`src/rtl/psq_pkg.sv`:
```
package psq_pkg;
  localparam int WORD_W   = 60;
  localparam int PARCEL_W = 15;
  localparam int SLOTS    = WORD_W / PARCEL_W;
  localparam int SLOT_W   = $clog2(SLOTS);
  localparam int OP_W     = 6;
  localparam int F_W      = 3;
  localparam int K_W      = 2 * PARCEL_W - OP_W - 2 * F_W;
  localparam int XT_W     = 1 << F_W;

  typedef enum logic [1:0] {
    ST_FETCH = 2'd0,
    ST_ISSUE = 2'd1,
    ST_HALT  = 2'd2
  } seq_state_t;

  localparam logic [1:0] CAUSE_NONE  = 2'd0;
  localparam logic [1:0] CAUSE_STOP  = 2'd1;
  localparam logic [1:0] CAUSE_ZERO  = 2'd2;
  localparam logic [1:0] CAUSE_BOUND = 2'd3;

  localparam logic [OP_W-1:0] OP_STOP  = 6'o00;
  localparam logic [OP_W-1:0] OP_XTEST = 6'o03;

  function automatic logic op_is_long(input logic [OP_W-1:0] op);
    case (op)
      6'o01, 6'o02, 6'o03, 6'o04, 6'o05, 6'o06, 6'o07,
      6'o50, 6'o51, 6'o52, 6'o60, 6'o61, 6'o62,
      6'o70, 6'o71, 6'o72: op_is_long = 1'b1;
      default:             op_is_long = 1'b0;
    endcase
  endfunction
endpackage

```
`src/rtl/psq_extract.sv`:
```
module psq_extract
  import psq_pkg::*;
(
  input  logic [WORD_W-1:0] word_i,
  input  logic [SLOT_W-1:0] slot_i,
  output logic [OP_W-1:0]   op_o,
  output logic [F_W-1:0]    i_o,
  output logic [F_W-1:0]    j_o,
  output logic [K_W-1:0]    k_o,
  output logic              long_o,
  output logic              fits_o,
  output logic [XT_W-1:0]   xtest_o
);
  localparam int EXT_W = WORD_W + PARCEL_W;
  localparam int WIN_W = 2 * PARCEL_W;
  localparam int SHORT_K = PARCEL_W - OP_W - 2 * F_W;

  logic [EXT_W-1:0] ext;
  logic [WIN_W-1:0] win [SLOTS];
  logic [WIN_W-1:0] sel;

  assign ext = {word_i, {PARCEL_W{1'b0}}};

  for (genvar s = 0; s < SLOTS; s++) begin : g_win
    assign win[s] = ext[EXT_W-1-PARCEL_W*s -: WIN_W];
  end

  assign sel    = win[slot_i];
  assign op_o   = sel[WIN_W-1 -: OP_W];
  assign i_o    = sel[WIN_W-1-OP_W -: F_W];
  assign j_o    = sel[WIN_W-1-OP_W-F_W -: F_W];
  assign long_o = op_is_long(op_o);
  assign fits_o = !(long_o && (slot_i == SLOT_W'(SLOTS - 1)));

  always_comb begin
    if (long_o) k_o = sel[K_W-1:0];
    else        k_o = {{(K_W-SHORT_K){1'b0}}, sel[K_W-1 -: SHORT_K]};
  end

  always_comb begin
    xtest_o = '0;
    if (op_o == OP_XTEST) xtest_o[i_o] = 1'b1;
  end
endmodule

```
`src/rtl/psq_guard.sv`:
```
module psq_guard #(
  parameter int AW        = 18,
  parameter int MEM_WORDS = 4096
) (
  input  logic [AW-1:0] pc_i,
  output logic          bad_zero_o,
  output logic          bad_bound_o
);
  localparam logic [AW-1:0] LIMIT = AW'(MEM_WORDS);

  assign bad_zero_o  = (pc_i == '0);
  assign bad_bound_o = (pc_i >= LIMIT);
endmodule

```
`src/rtl/psq_sequencer.sv`:
```
module psq_sequencer
  import psq_pkg::*;
#(
  parameter int AW         = 18,
  parameter int MEM_WORDS  = 4096,
  parameter int START_ADDR = 1
) (
  input  logic              clk,
  input  logic              rst_n,
  output logic              fetch_req,
  output logic [AW-1:0]     fetch_addr,
  input  logic              fetch_valid,
  input  logic [WORD_W-1:0] fetch_word,
  input  logic              redir_valid,
  input  logic [AW-1:0]     redir_addr,
  output logic              out_valid,
  output logic [OP_W-1:0]   out_opcode,
  output logic [F_W-1:0]    out_i,
  output logic [F_W-1:0]    out_j,
  output logic [K_W-1:0]    out_k,
  output logic              out_long,
  output logic [XT_W-1:0]   out_xtest,
  output logic [AW-1:0]     out_pc,
  output logic [SLOT_W-1:0] out_slot,
  output logic              halted,
  output logic [1:0]        halt_cause
);
  // reset: asynchronous assert, synchronous release
  logic [1:0] rst_sync;
  logic       rst_int_n;

  always_ff @(posedge clk or negedge rst_n) begin
    if (!rst_n) rst_sync <= 2'b00;
    else        rst_sync <= {rst_sync[0], 1'b1};
  end
  assign rst_int_n = rst_sync[1];

  seq_state_t        state_q, state_d;
  logic [AW-1:0]     pc_q, pc_d;
  logic [SLOT_W-1:0] slot_q, slot_d;
  logic [WORD_W-1:0] word_q, word_d;
  logic [1:0]        cause_q, cause_d;
  logic              st_en, pc_en, slot_en, word_en, cause_en;

  logic              fits, is_long, bad_zero, bad_bound;
  logic [SLOT_W:0]   slot_sum;

  psq_extract u_extract (
    .word_i (word_q),
    .slot_i (slot_q),
    .op_o   (out_opcode),
    .i_o    (out_i),
    .j_o    (out_j),
    .k_o    (out_k),
    .long_o (is_long),
    .fits_o (fits),
    .xtest_o(out_xtest)
  );

  psq_guard #(.AW(AW), .MEM_WORDS(MEM_WORDS)) u_guard (
    .pc_i       (pc_q),
    .bad_zero_o (bad_zero),
    .bad_bound_o(bad_bound)
  );

  assign slot_sum   = {1'b0, slot_q} + (is_long ? (SLOT_W+1)'(2) : (SLOT_W+1)'(1));
  assign fetch_req  = rst_int_n && (state_q == ST_FETCH) && !bad_zero && !bad_bound;
  assign fetch_addr = pc_q;
  assign out_valid  = (state_q == ST_ISSUE) && fits;
  assign out_long   = is_long;
  assign out_pc     = pc_q;
  assign out_slot   = slot_q;
  assign halted     = (state_q == ST_HALT);
  assign halt_cause = cause_q;

  // next-state logic
  always_comb begin
    state_d  = state_q;
    pc_d     = pc_q;
    slot_d   = slot_q;
    word_d   = word_q;
    cause_d  = cause_q;
    st_en    = 1'b0;
    pc_en    = 1'b0;
    slot_en  = 1'b0;
    word_en  = 1'b0;
    cause_en = 1'b0;
    case (state_q)
      ST_FETCH: begin
        if (bad_zero) begin
          state_d = ST_HALT;  st_en = 1'b1;
          cause_d = CAUSE_ZERO; cause_en = 1'b1;
        end else if (bad_bound) begin
          state_d = ST_HALT;  st_en = 1'b1;
          cause_d = CAUSE_BOUND; cause_en = 1'b1;
        end else if (fetch_valid) begin
          word_d  = fetch_word; word_en = 1'b1;
          slot_d  = '0;         slot_en = 1'b1;
          state_d = ST_ISSUE;   st_en   = 1'b1;
        end
      end
      ST_ISSUE: begin
        if (!fits || (out_opcode != OP_STOP && slot_sum[SLOT_W])) begin
          pc_d    = pc_q + AW'(1); pc_en = 1'b1;
          state_d = ST_FETCH;      st_en = 1'b1;
        end else if (out_opcode == OP_STOP) begin
          state_d = ST_HALT;    st_en = 1'b1;
          cause_d = CAUSE_STOP; cause_en = 1'b1;
        end else begin
          slot_d  = slot_sum[SLOT_W-1:0]; slot_en = 1'b1;
        end
      end
      default: ;
    endcase
    if (redir_valid && state_q != ST_HALT) begin
      pc_d     = redir_addr; pc_en = 1'b1;
      state_d  = ST_FETCH;   st_en = 1'b1;
      word_en  = 1'b0;
      slot_en  = 1'b0;
      cause_en = 1'b0;
    end
  end

  // registers
  always_ff @(posedge clk or negedge rst_int_n) begin
    if (!rst_int_n) begin
      state_q <= ST_FETCH;
      pc_q    <= AW'(START_ADDR);
      slot_q  <= '0;
      word_q  <= '0;
      cause_q <= CAUSE_NONE;
    end else begin
      if (st_en)    state_q <= state_d;
      if (pc_en)    pc_q    <= pc_d;
      if (slot_en)  slot_q  <= slot_d;
      if (word_en)  word_q  <= word_d;
      if (cause_en) cause_q <= cause_d;
    end
  end

  // assertions
  AST_NEW_WORD_TOP: assert property (@(posedge clk) disable iff (!rst_int_n)
    (fetch_req && fetch_valid && !redir_valid) |=> (out_slot == '0) && !fetch_req);
  AST_REQ_HOLD: assert property (@(posedge clk) disable iff (!rst_int_n)
    (fetch_req && !fetch_valid && !redir_valid) |=> fetch_req && $stable(fetch_addr));
  AST_STOP_HALTS: assert property (@(posedge clk) disable iff (!rst_int_n)
    (out_valid && out_opcode == OP_STOP && !redir_valid) |=> halted && halt_cause == CAUSE_STOP);
  AST_HALT_STICKY: assert property (@(posedge clk) disable iff (!rst_int_n)
    halted |=> halted && !out_valid && !fetch_req && $stable(out_pc));
  AST_REDIR_RESTART: assert property (@(posedge clk) disable iff (!rst_int_n)
    (redir_valid && !halted) |=> !out_valid && out_pc == $past(redir_addr));
  AST_XTEST_ONEHOT: assert property (@(posedge clk) disable iff (!rst_int_n)
    out_valid |-> $onehot0(out_xtest) && ((out_opcode == OP_XTEST) == (out_xtest != '0)));
  AST_LONG_NOT_LAST: assert property (@(posedge clk) disable iff (!rst_int_n)
    (out_valid && out_long) |-> out_slot != SLOT_W'(SLOTS - 1));
endmodule

```
`config.mk`:
```
export PLATFORM = sky130hd
export DESIGN_NAME = psq_sequencer
export DESIGN_NICKNAME = d
export VERILOG_FILES = /design/src/rtl/psq_pkg.sv /design/src/rtl/psq_extract.sv /design/src/rtl/psq_guard.sv /design/src/rtl/psq_sequencer.sv
export SDC_FILE = /design/constraint.sdc
export NUM_CORES = 1
export LEC_CHECK = 0
export BUFFER_PORTS_ARGS = -buffer_cell sky130_fd_sc_hd__buf_4
export CORE_MARGIN = 2
export CORE_UTILIZATION = 41
export CTS_CLUSTER_SIZE = 40
export DETAILED_ROUTE_END_ITERATION = 8
export HOLD_SLACK_MARGIN = 0.15
export PLACE_DENSITY = 0.69
export SETUP_SLACK_MARGIN = 0.15
export SYNTH_ARGS = -nofsm -noshare
export SYNTH_HDL_FRONTEND = slang
export SYNTH_SLANG_ARGS = --single-unit
```
`constraint.sdc`:
```
create_clock -name clk -period 2.7 [get_ports clk]
set_input_delay 0.405 -clock clk [delete_from_list [all_inputs] [get_ports clk]]
set_output_delay 0.405 -clock clk [all_outputs]
set_load 0.01 [all_outputs]
```
==> impl_metrics.ini <==
[synthesis]
synth_fa_ha_area_frac = 0.0119
synth_top_area_frac = 0.439
yosysWarnings = 0
synth_compound_area_frac = 0.111
yosysUniqueCellTypes = 53
synth-simple-area-share = 0.156
netlist_instances = 470
netlist_area_um2 = 4850
async_reset_ff_frac = 1.00
synth_top_family_by_area = multiplexers
synth.area.top_cells = dfrtp_1 (44%), mux2_2 (15%), nor2_1 (4.3%), mux2i_1 (3.5%), buf_4 (2.8%)
ys_seq_elements = 86
synth_edf_count = 0
muxShareOfSynthArea = 0.212
synth_largest_area_cell = dfrtp_1
syn_area_per_cell_um2 = 10.3
synth-main-ff-cell = dfrtp_1
ys_seq_area_frac = 0.444
synth_nets = 556
synth_xor_area_frac = 0

[timing]
fin_setup_tns_ps = -18000
hold_viol_final = 0
rsz0062_at_grt = yes
min_period_ps = 3270
worst_slack_ps = -573
max_freq_mhz = 306
setup_violations = 49
hold_ws_ps = 147
maxSlewViolCount = 0
maxSlewHeadroom = 0.649
fin_crit_sh = 1.21
fin_worst_skew_ps = 5.15
tightest_slew_ps = 526

[clock_tree]
cts.sinks = 86
clock_latency_ps = 340
ctsRootBufferMaster = clkbuf_16
clock_path_buffers = 2
h-tree-depth = 3
path_clk_slew_ps = 60
cts_buffers = 9
cts_tree = done

[routing]
vias = 4447
drc_errors = 0
firstDrtPassIters = 4
ant_nets = 0
post_drt_wl_per_cell_um = 17.0
routed_wirelength_um = 13800
via_per_inst = 5.45
drt-initial-drc-count = 197

[outcome]
violations = negative setup slack
status = finished, violations left

[pwr]
p_leak_nw = 3.46
total_power_mw = 2.79
p_per_area_nw_per_um2 = 391
ir_drop_uv = 281

[worst_setup_path]
max_stage_delay_ps = 530
path_max_fanout = 7
r2r_start = out_slot[0]$_DFFE_PN0P_
crit_arrival_ps = 3530
cp_slowest_cell = mux4_2
critPathRequiredTime_ps = 2960
rr_worst_depth = 11
cpLargestDelayFamily = simple AND/OR/NAND/NOR gates
r2r_end = fetch_addr[17]$_DFFE_PN0P_
cp-start-kind = flip-flop
crit_end = fetch_addr[17]$_DFFE_PN0P_
crit_start = out_slot[0]$_DFFE_PN0P_
critPathKind = flip-flop to flip-flop
worstSetupEndpointType = flip-flop
path_buf_inv = 2
crit_cells = 11
regToRegSetupSlack_ps = -570
cp_cell_sequence = mux4_2 -> or3_4 -> a32oi_4 -> ha_4 -> inv_2 -> fa_2 -> inv_2 -> o41ai_4 -> and3_4 -> or4_1 -> a31oi_1
path_common_cell = inv_2

[place]
gp_routability_congestion = 0.851
dp_slack_ps = -653
dp_hpwl_um = 9880
port_buffers = 163

[global_route]
grt-ovfl-total = 0
grt_max_degree = 52
grt.total_usage = 0.215
grt_pass1_vias = 4513
grt_pass1_wl_um = 21800
grt_antenna_before_repair = 0

[floorplanning]
die-height_um = 113
core-area_um2 = 11500
fp.dieArea_um2 = 12700
ios = 164
die_w_um = 113
fp-row-count = 39
start_util = 0.423

[finish]
final_util = 0.622
areaGrowthSynthToFinish_pct = 47.3
drive_above_1_share = 0.539
diodes = 0
layout.nets = 755

[worst_hold_path]
min_path_type = flip-flop to async pin

[run]
max_cap_viol_count = 0
==> cells by family (layout without fill, tap and decap cells) <==
kind of cell	after synthesis	after routing
other	1	1
AND/OR/NAND/NOR	149	151
flip-flops	86	86
AO/OA/AOI/OAI	83	83
buffers and inverters	60	261
adder cells (fa/ha/maj)	4	4
multiplexers	87	87
==> power breakdown <==
group / internal [mW] / switching (mW) / total [mW] / leakage [nW]
Clock: 0.617 / 0.494 / 1.11 / 0.125
Sequential: 1.32 / 0.0518 / 1.37 / 1.12
Combinational: 0.179 / 0.131 / 0.310 / 2.21
Total: 2.12 / 0.677 / 2.79 / 3.46
==> worst min path at each step <==
| stage | startpoint | to | slack [ps] | cells past startpoint |
|---|---|---|---|---|
| after global placement | rst_sync[1]$_DFF_PN0_ | fetch_addr[2]$_DFFE_PN0P_ | 150 | 0 |
| final | rst_sync[1]$_DFF_PN0_ | word_q[55]$_DFFE_PN0P_ | 150 | 0 |
| after global routing | rst_sync[1]$_DFF_PN0_ | word_q[10]$_DFFE_PN0P_ | 170 | 0 |
| after detailed placement | rst_sync[1]$_DFF_PN0_ | fetch_addr[2]$_DFFE_PN0P_ | 150 | 0 |
| after CTS | rst_sync[1]$_DFF_PN0_ | word_q[10]$_DFFE_PN0P_ | 160 | 0 |
| after floorplan | rst_n | rst_sync[0]$_DFF_PN0_ | 110 | 0 |
==> synth_stat cells (all sizes together) (4+ instances only) <==
library cell,count
a31oi,18
a211oi,7
buf,28
nand2,25
mux2i,17
dfrtp,85
nor3,4
mux4,6
o21ai,9
nand2b,7
a21oi,22
and3,5
or4,12
nand3,7
o31ai,9
clkbuf,19
mux2,64
inv,12
nand4,7
nor2,56
nor2b,8
==> what timing repair did <==
item,CTS,global route
pin swaps,21,22
gates cloned,3,0
hold buffers,1,0
resized for setup,24,41
endpoints found under the setup margin,53,55
endpoints found under the hold margin,2,0
setup buffers,6,11
==> final cells by class <==
cell class / count / area (um2)
Tap cell: 143 / 179
Sequential cell: 86 / 2160
Timing Repair Buffer: 233 / 1860
Clock inverter: 4 / 26.3
Fill cell: 916 / 4330
Inverter: 13 / 53.8
Clock buffer: 11 / 233
Multi-Input combinational cell: 326 / 2620
==> stage by stage <==
step / cell area [um2] / std cells
finish: 7140 / 816
floorplan: 4930 / 470
global route: 7140 / 816
global placement: 6460 / 780
CTS: 6890 / 805
detailed placement: 6460 / 780
==> routing by layer <==
layer  track usage  vias up  wire [um]  part of all wire
met1         0.251     2159       5430              0.39
met4        0.0902        0        284             0.021
met5             0        -          0                 0
met2         0.374      172       7080              0.51
li1              -     2096          -                 -
met3        0.0568       20       1050             0.076
==> placed cells by master (no fill, tap or decap), types with 4 or more instances in the layout <==
cell type / count
mux2_2: 64
nor2_1: 49
o21ai_0: 7
mux2i_1: 17
nand2_1: 25
a31oi_1: 17
buf_4: 211
clkbuf_16: 9
mux4_2: 6
or4_1: 11
nor2b_1: 7
buf_6: 16
o31ai_1: 9
nand3_1: 5
dfrtp_1: 82
a21oi_2: 7
a211oi_1: 7
and3_4: 4
a21oi_1: 15
nand4_1: 7
nor2_4: 6
nand2b_1: 6
inv_1: 9
==> registers in the layout, indices dropped and copies added (netlist names) <==
| register | flops |
|---|---|
| word_q | 60 |
| fetch_addr | 18 |
| halt_cause | 2 |
| out_slot | 2 |
| rst_sync | 2 |
| state_q | 2 |
Note: power is estimated with default switching activity, not from simulation.
